--- config.mk ---
export PLATFORM = sky130hd
export DESIGN_NAME = insn_exc_vectorer
export DESIGN_NICKNAME = d
export VERILOG_FILES = /design/src/rtl/insn_exc_pkg.sv /design/src/rtl/insn_exc_prog.sv /design/src/rtl/insn_exc_trace.sv /design/src/rtl/insn_exc_arb.sv /design/src/rtl/insn_exc_vectorer.sv
export SDC_FILE = /design/constraint.sdc
export NUM_CORES = 1
export LEC_CHECK = 0
export BUFFER_PORTS_ARGS = -buffer_cell sky130_fd_sc_hd__buf_2
export CAP_MARGIN = 0
export CELL_PAD_IN_SITES_DETAIL_PLACEMENT = 2
export CELL_PAD_IN_SITES_GLOBAL_PLACEMENT = 2
export CORE_MARGIN = 5
export CORE_UTILIZATION = 19
export CTS_CLUSTER_SIZE = 24
export DETAILED_ROUTE_END_ITERATION = 16
export MAX_ROUTING_LAYER = met4
export PLACE_DENSITY = 0.86
export SLEW_MARGIN = 20
export SYNTH_ARGS = -nofsm -noshare
export SYNTH_HDL_FRONTEND = slang
export SYNTH_HIERARCHICAL = 1
export SYNTH_SLANG_ARGS = --single-unit
--- constraint.sdc ---
create_clock -name clk -period 0.8 [get_ports clk]
set_clock_uncertainty 0.1 [all_clocks]
set_input_delay 0.04 -clock clk [delete_from_list [all_inputs] [get_ports clk]]
set_output_delay 0.04 -clock clk [all_outputs]
set_load 0.02 [all_outputs]
--- src/rtl/insn_exc_pkg.sv ---
package insn_exc_pkg;
    localparam int CAUSE_W    = 4;
    localparam int CB_ILLEGAL = 0;
    localparam int CB_PRIV    = 1;
    localparam int CB_TRAP    = 2;
    localparam int CB_FPEN    = 3;

    typedef enum logic [2:0] {
        EK_NONE,
        EK_PROG,
        EK_FPUNAV,
        EK_SYSCALL,
        EK_TRACE
    } exc_kind_e;

    typedef struct packed {
        logic               valid;
        exc_kind_e          kind;
        logic [CAUSE_W-1:0] cause;
    } exc_pick_t;
endpackage

--- src/rtl/insn_exc_prog.sv ---
module insn_exc_prog
    import insn_exc_pkg::*;
(
    input  logic               is_illegal,
    input  logic               is_priv,
    input  logic               is_sreg_move,
    input  logic               sreg_msb,
    input  logic               trap_met,
    input  logic               fp_exc_hit,
    input  logic               st_user,
    input  logic               st_fe_mode0,
    input  logic               st_fe_mode1,
    output logic [CAUSE_W-1:0] prog_hits
);
    logic priv_op;
    logic fe_armed;

    always_comb begin
        priv_op  = is_priv | (is_sreg_move & sreg_msb);
        fe_armed = st_fe_mode0 | st_fe_mode1;

        prog_hits             = '0;
        prog_hits[CB_ILLEGAL] = is_illegal;
        prog_hits[CB_PRIV]    = st_user & priv_op;
        prog_hits[CB_TRAP]    = trap_met;
        prog_hits[CB_FPEN]    = fp_exc_hit & fe_armed;
    end
endmodule

--- src/rtl/insn_exc_trace.sv ---
module insn_exc_trace (
    input  logic st_step,
    input  logic st_brtrace,
    input  logic is_branch,
    input  logic is_irq_return,
    output logic trace_hit
);
    logic step_hit;
    logic branch_hit;

    always_comb begin
        step_hit   = st_step & ~is_irq_return;
        branch_hit = st_brtrace & is_branch;
        trace_hit  = step_hit | branch_hit;
    end
endmodule

--- src/rtl/insn_exc_arb.sv ---
module insn_exc_arb
    import insn_exc_pkg::*;
(
    input  logic               cmp_valid,
    input  logic [CAUSE_W-1:0] prog_hits,
    input  logic               fp_unav,
    input  logic               syscall,
    input  logic               trace_hit,
    output exc_pick_t          pick
);
    logic [CAUSE_W-1:0] late_mask;

    always_comb begin
        late_mask          = '0;
        late_mask[CB_TRAP] = 1'b1;
        late_mask[CB_FPEN] = 1'b1;

        pick       = '0;
        pick.kind  = EK_NONE;
        if (cmp_valid) begin
            pick.valid = 1'b1;
            if (prog_hits[CB_ILLEGAL]) begin
                pick.kind              = EK_PROG;
                pick.cause[CB_ILLEGAL] = 1'b1;
            end else if (prog_hits[CB_PRIV]) begin
                pick.kind           = EK_PROG;
                pick.cause[CB_PRIV] = 1'b1;
            end else if (fp_unav) begin
                pick.kind = EK_FPUNAV;
            end else if ((prog_hits & late_mask) != '0) begin
                pick.kind  = EK_PROG;
                pick.cause = prog_hits & late_mask;
            end else if (syscall) begin
                pick.kind = EK_SYSCALL;
            end else if (trace_hit) begin
                pick.kind = EK_TRACE;
            end else begin
                pick.valid = 1'b0;
            end
        end
    end
endmodule

--- src/rtl/insn_exc_vectorer.sv ---
module insn_exc_vectorer
    import insn_exc_pkg::*;
#(
    parameter int               VEC_W      = 20,
    parameter logic [VEC_W-1:0] VEC_PROG   = 'h00700,
    parameter logic [VEC_W-1:0] VEC_FPUNAV = 'h00800,
    parameter logic [VEC_W-1:0] VEC_SYSC   = 'h00C00,
    parameter logic [VEC_W-1:0] VEC_TRACE  = 'h00D00
) (
    input  logic               clk,
    input  logic               rst_n,
    input  logic               cmp_valid,
    input  logic               is_illegal,
    input  logic               is_priv,
    input  logic               is_sreg_move,
    input  logic               sreg_msb,
    input  logic               trap_met,
    input  logic               is_syscall,
    input  logic               is_branch,
    input  logic               is_irq_return,
    input  logic               is_fp,
    input  logic               fp_exc_hit,
    input  logic               st_user,
    input  logic               st_fp_ok,
    input  logic               st_fe_mode0,
    input  logic               st_fe_mode1,
    input  logic               st_step,
    input  logic               st_brtrace,
    output logic               exc_valid,
    output logic [VEC_W-1:0]   exc_vector,
    output logic [CAUSE_W-1:0] exc_cause
);
    typedef struct packed {
        logic               valid;
        logic [VEC_W-1:0]   vector;
        logic [CAUSE_W-1:0] cause;
    } out_state_t;

    logic [CAUSE_W-1:0] prog_hits;
    logic               trace_hit;
    logic               fp_unav;
    exc_pick_t          pick;
    out_state_t         st_d;
    out_state_t         st_q;

    assign fp_unav = is_fp & ~st_fp_ok;

    insn_exc_prog u_prog (
        .is_illegal   (is_illegal),
        .is_priv      (is_priv),
        .is_sreg_move (is_sreg_move),
        .sreg_msb     (sreg_msb),
        .trap_met     (trap_met),
        .fp_exc_hit   (fp_exc_hit),
        .st_user      (st_user),
        .st_fe_mode0  (st_fe_mode0),
        .st_fe_mode1  (st_fe_mode1),
        .prog_hits    (prog_hits)
    );

    insn_exc_trace u_trace (
        .st_step       (st_step),
        .st_brtrace    (st_brtrace),
        .is_branch     (is_branch),
        .is_irq_return (is_irq_return),
        .trace_hit     (trace_hit)
    );

    insn_exc_arb u_arb (
        .cmp_valid (cmp_valid),
        .prog_hits (prog_hits),
        .fp_unav   (fp_unav),
        .syscall   (is_syscall),
        .trace_hit (trace_hit),
        .pick      (pick)
    );

    always_comb begin
        st_d       = '0;
        st_d.valid = pick.valid;
        st_d.cause = pick.cause;
        unique case (pick.kind)
            EK_PROG:    st_d.vector = VEC_PROG;
            EK_FPUNAV:  st_d.vector = VEC_FPUNAV;
            EK_SYSCALL: st_d.vector = VEC_SYSC;
            EK_TRACE:   st_d.vector = VEC_TRACE;
            default:    st_d.vector = '0;
        endcase
    end

    always_ff @(posedge clk or negedge rst_n) begin
        if (!rst_n) begin
            st_q <= '0;
        end else begin
            st_q <= st_d;
        end
    end

    assign exc_valid  = st_q.valid;
    assign exc_vector = st_q.vector;
    assign exc_cause  = st_q.cause;
endmodule

==> impl_table.tex <==
\begin{tabular}{lr}
\hline
Metric & Value \\
\hline
\multicolumn{2}{l}{\textbf{Logic synthesis}} \\
\quad Sequential area share after synthesis & 40.2\% \\
\quad Synthesized instance count & 58 \\
\quad Mean instance size in the synthesized netlist & 9.66 µm² \\
\quad Yosys warnings & 6 \\
\quad Count of different cell masters after synthesis & 23 \\
\quad Post-synthesis sequential element count & 9 \\
\quad Netlist area before placement & 561 µm² \\
\multicolumn{2}{l}{\textbf{Die}} \\
\quad Die height & 64.3 µm \\
\quad Area of the placeable core & 0.00278 mm² \\
\quad Number of top-level pins & 44 \\
\quad Total die area & 0.00414 mm² \\
\quad Row count & 19 \\
\quad Effective utilization at floorplan & 20.2\% \\
\quad Floorplan die width & 64.3 µm \\
\multicolumn{2}{l}{\textbf{Pwr}} \\
\quad Peak supply drop & 0.000812 V \\
\quad Power per cell area & 1360 mW/mm² \\
\quad Power, Total & 0.00123 W \\
\quad P\_leak & 0.478 nW \\
\multicolumn{2}{l}{\textbf{Routing}} \\
\quad Average wire per standard cell & 12.5 µm \\
\quad Vias & 495 \\
\quad Remaining number of nets flagged by the antenna check after routing & 0 \\
\quad Total wire length & 1610 µm \\
\quad Violation count after the first detailed-routing iteration & 27 \\
\quad DRC & 0 \\
\quad Detailed-route vias per instance & 3.87 \\
\quad Pre-Repair DR Iteration Count & 4 \\
\multicolumn{2}{l}{\textbf{Global route}} \\
\quad Global-route wire length before repair & 2570 µm \\
\quad Via count of the first global-routing pass & 590 \\
\quad Initial antenna violation count & 0 \\
\quad Largest net degree at the start of global routing & 10 \\
\quad Overflow left after global routing & 0 \\
\quad GRT Overall Usage & 7.88\% \\
\multicolumn{2}{l}{\textbf{Setup path}} \\
\quad Data required time of the critical path & 900 ps \\
\quad Type of origin of the critical path & input port \\
\quad Worst-path maximum fanout & 3 \\
\quad Startpoint-to-endpoint class of the critical path & input port to flip-flop \\
\quad Critical Path AT & 1290 ps \\
\quad Kind of capture point of the worst setup path & flip-flop \\
\multicolumn{2}{l}{\textbf{Timing}} \\
\quad Peak clock frequency supported by timing & 837 MHz \\
\quad Smallest hold slack & -29.7 ps \\
\quad Final Critical Period & 1200 ps \\
\quad Share of the cycle needed by the critical path after routing & 149\% \\
\quad Final number of setup-violating endpoints & 13 \\
\quad Final setup margin & -395 ps \\
\quad Final number of hold-violating endpoints & 2 \\
\quad RSZ-0062 raised after global routing & true \\
\quad Count of pins over their slew limit & 0 \\
\multicolumn{2}{l}{\textbf{CTS}} \\
\quad Number of levels the H-tree was split into & 1 \\
\quad Clock tree from TritonCTS & yes \\
\quad Hold buffer count at cts & 1 \\
\quad Maximum clock path buffer count & 2 \\
\quad Clock root buffer master & sky130\_fd\_sc\_hd\_\_clkbuf\_4 \\
\quad Clock sink count & 9 \\
\quad CTS Buf Count & 3 \\
\quad CTS clk-pin slew, worst paths & 60 ps \\
\multicolumn{2}{l}{\textbf{Finish}} \\
\quad Fill cell total of the finished layout & 314 \\
\quad Post-Route Utilization & 32.5\% \\
\quad Post-synthesis to final-layout area growth & 61.2\% \\
\quad Share of layout cells above drive strength 1 & 55.7\% \\
\quad Count of antenna diodes in the layout & 0 \\
\quad Number of nets in the layout & 117 \\
\multicolumn{2}{l}{\textbf{Min path}} \\
\quad Worst hold path cell count & 2 \\
\quad Class of the tightest hold or removal check & input port to flip-flop \\
\quad Hold EP & exc\_cause[2]\$\_DFF\_PN0\_ \\
\quad Hold path startpoint & trap\_met \\
\multicolumn{2}{l}{\textbf{Status}} \\
\quad Outcome & finished, violations left \\
\quad Violations in the final reports & negative hold slack, negative setup slack \\
\multicolumn{2}{l}{\textbf{Place}} \\
\quad Detail Placement HPWL & 1410 µm \\
\quad Routability-driven placement congestion ratio & 0.734 \\
\quad DP Worst Slack & -694 ps \\
\quad Number of I/O port buffers & 27 \\
\multicolumn{2}{l}{\textbf{Run}} \\
\quad Maxcap violations & 0 \\
\hline
\end{tabular}
[per-stage QoR]
step | std cells | area (µm²) | TNS (ps)
5_1_grt | 128 | 903 | -2720
4_1_cts | 129 | 888 | -2430
3_3_place_gp | 123 | 757 | -2910
6_report | 128 | 903 | -2240
3_5_place_dp | 123 | 757 | -3460
2_1_floorplan | 73 | 643 | -1500
[where the power goes]
| group | total [W] | internal [W] | switching [W] |
|---|---|---|---|
| Sequential | 0.000496 | 0.000483 | 0.0000127 |
| Combinational | 0.000392 | 0.000173 | 0.000219 |
| Clock | 0.000342 | 0.000192 | 0.000150 |
| Total | 0.00123 | 0.000848 | 0.000382 |
[worst max path at each step]
stage / start / end / slack (ps)
floorplan: is_sreg_move / exc_vector[11]$_DFF_PN0_ / -450
global placement: is_sreg_move / exc_vector[11]$_DFF_PN0_ / -610
detailed placement: is_sreg_move / exc_vector[11]$_DFF_PN0_ / -690
CTS: is_sreg_move / exc_vector[11]$_DFF_PN0_ / -380
global route: is_sreg_move / exc_vector[10]$_DFF_PN0_ / -430
finish: is_sreg_move / exc_vector[10]$_DFF_PN0_ / -400
[logic make-up (layout without fill, tap and decap cells)]
kind of cell           after synthesis  after routing  synth area share, %
flip-flops                           9              9                 40.2
other                                1             16                0.669
AO/OA/AOI/OAI                        9              9                 10.7
AND/OR/NAND/NOR                     18             18                 22.3
buffers and inverters               21             45                 26.1
[synthesized netlist by cell type (all sizes together)]
master / instances / area, µm²
a21oi: 2 / 10.0
a31oi: 1 / 6.26
and2: 3 / 21.3
and3: 1 / 6.26
buf: 18 / 135
conb: 1 / 3.75
dfrtp: 9 / 225
inv: 3 / 11.3
nand2: 2 / 7.51
nand2b: 1 / 6.26
nor2: 3 / 11.3
nor2b: 2 / 12.5
nor3: 1 / 5.00
nor3b: 2 / 15.0
nor4b: 1 / 23.8
o211a: 1 / 10.0
o21a: 1 / 7.51
o21ai: 3 / 18.8
o31ai: 1 / 7.51
or2b: 1 / 7.51
or3b: 1 / 8.76
[cell type report]
type,instances,area (µm²),area share [%]
sequential,9,225,24.9
tap,31,38.8,4.29
timing repair buffer,38,289,32.0
clock buffer,4,26.3,2.91
inverter,3,11.3,1.25
multi-input combinational,43,313,34.6
[worst max-delay path: stages]
cell	delay, ps
sky130_fd_sc_hd__buf_6	100
sky130_fd_sc_hd__a21oi_4	150
sky130_fd_sc_hd__nor2b_4	70
sky130_fd_sc_hd__o21ai_0	320
sky130_fd_sc_hd__o31ai_4	150
sky130_fd_sc_hd__or3b_4	400
sky130_fd_sc_hd__nand2_1	70
[placed cells by master, fill, tap and decap left out, types with 2 or more instances in the layout]
master,count
sky130_fd_sc_hd__nor2b_4,2
sky130_fd_sc_hd__nand2_1,2
sky130_fd_sc_hd__buf_2,16
sky130_fd_sc_hd__dfrtp_1,9
sky130_fd_sc_hd__o21ai_2,2
sky130_fd_sc_hd__conb_1,16
sky130_fd_sc_hd__buf_4,10
sky130_fd_sc_hd__inv_1,3
sky130_fd_sc_hd__clkbuf_4,3
sky130_fd_sc_hd__and2_4,2
sky130_fd_sc_hd__nor2_1,3
sky130_fd_sc_hd__buf_6,11
[sequential cells by signal (all words and copies together) (netlist names)]
register    cells
exc_cause       4
exc_valid       1
exc_vector      4
[repair_timing]
action | 4_1_cts | 5_1_grt
pin swaps | 4 | 1
setup buffers | 1 | 1
cloned | 0 | 0
setup endpoints to repair | 13 | 15
resized for setup | 26 | 5
hold endpoints to repair | 11 | 1
[layer usage]
metal  track usage (%)  vias to the layer above  share of wire, %
met5                 -                        -                 0
met4              3.05                        0               1.0
met3              1.93                        2               8.8
met2              14.8                       33                56
met1              7.59                      226                34
li1                  -                      234                 -
(Power assumes the default switching activity.)
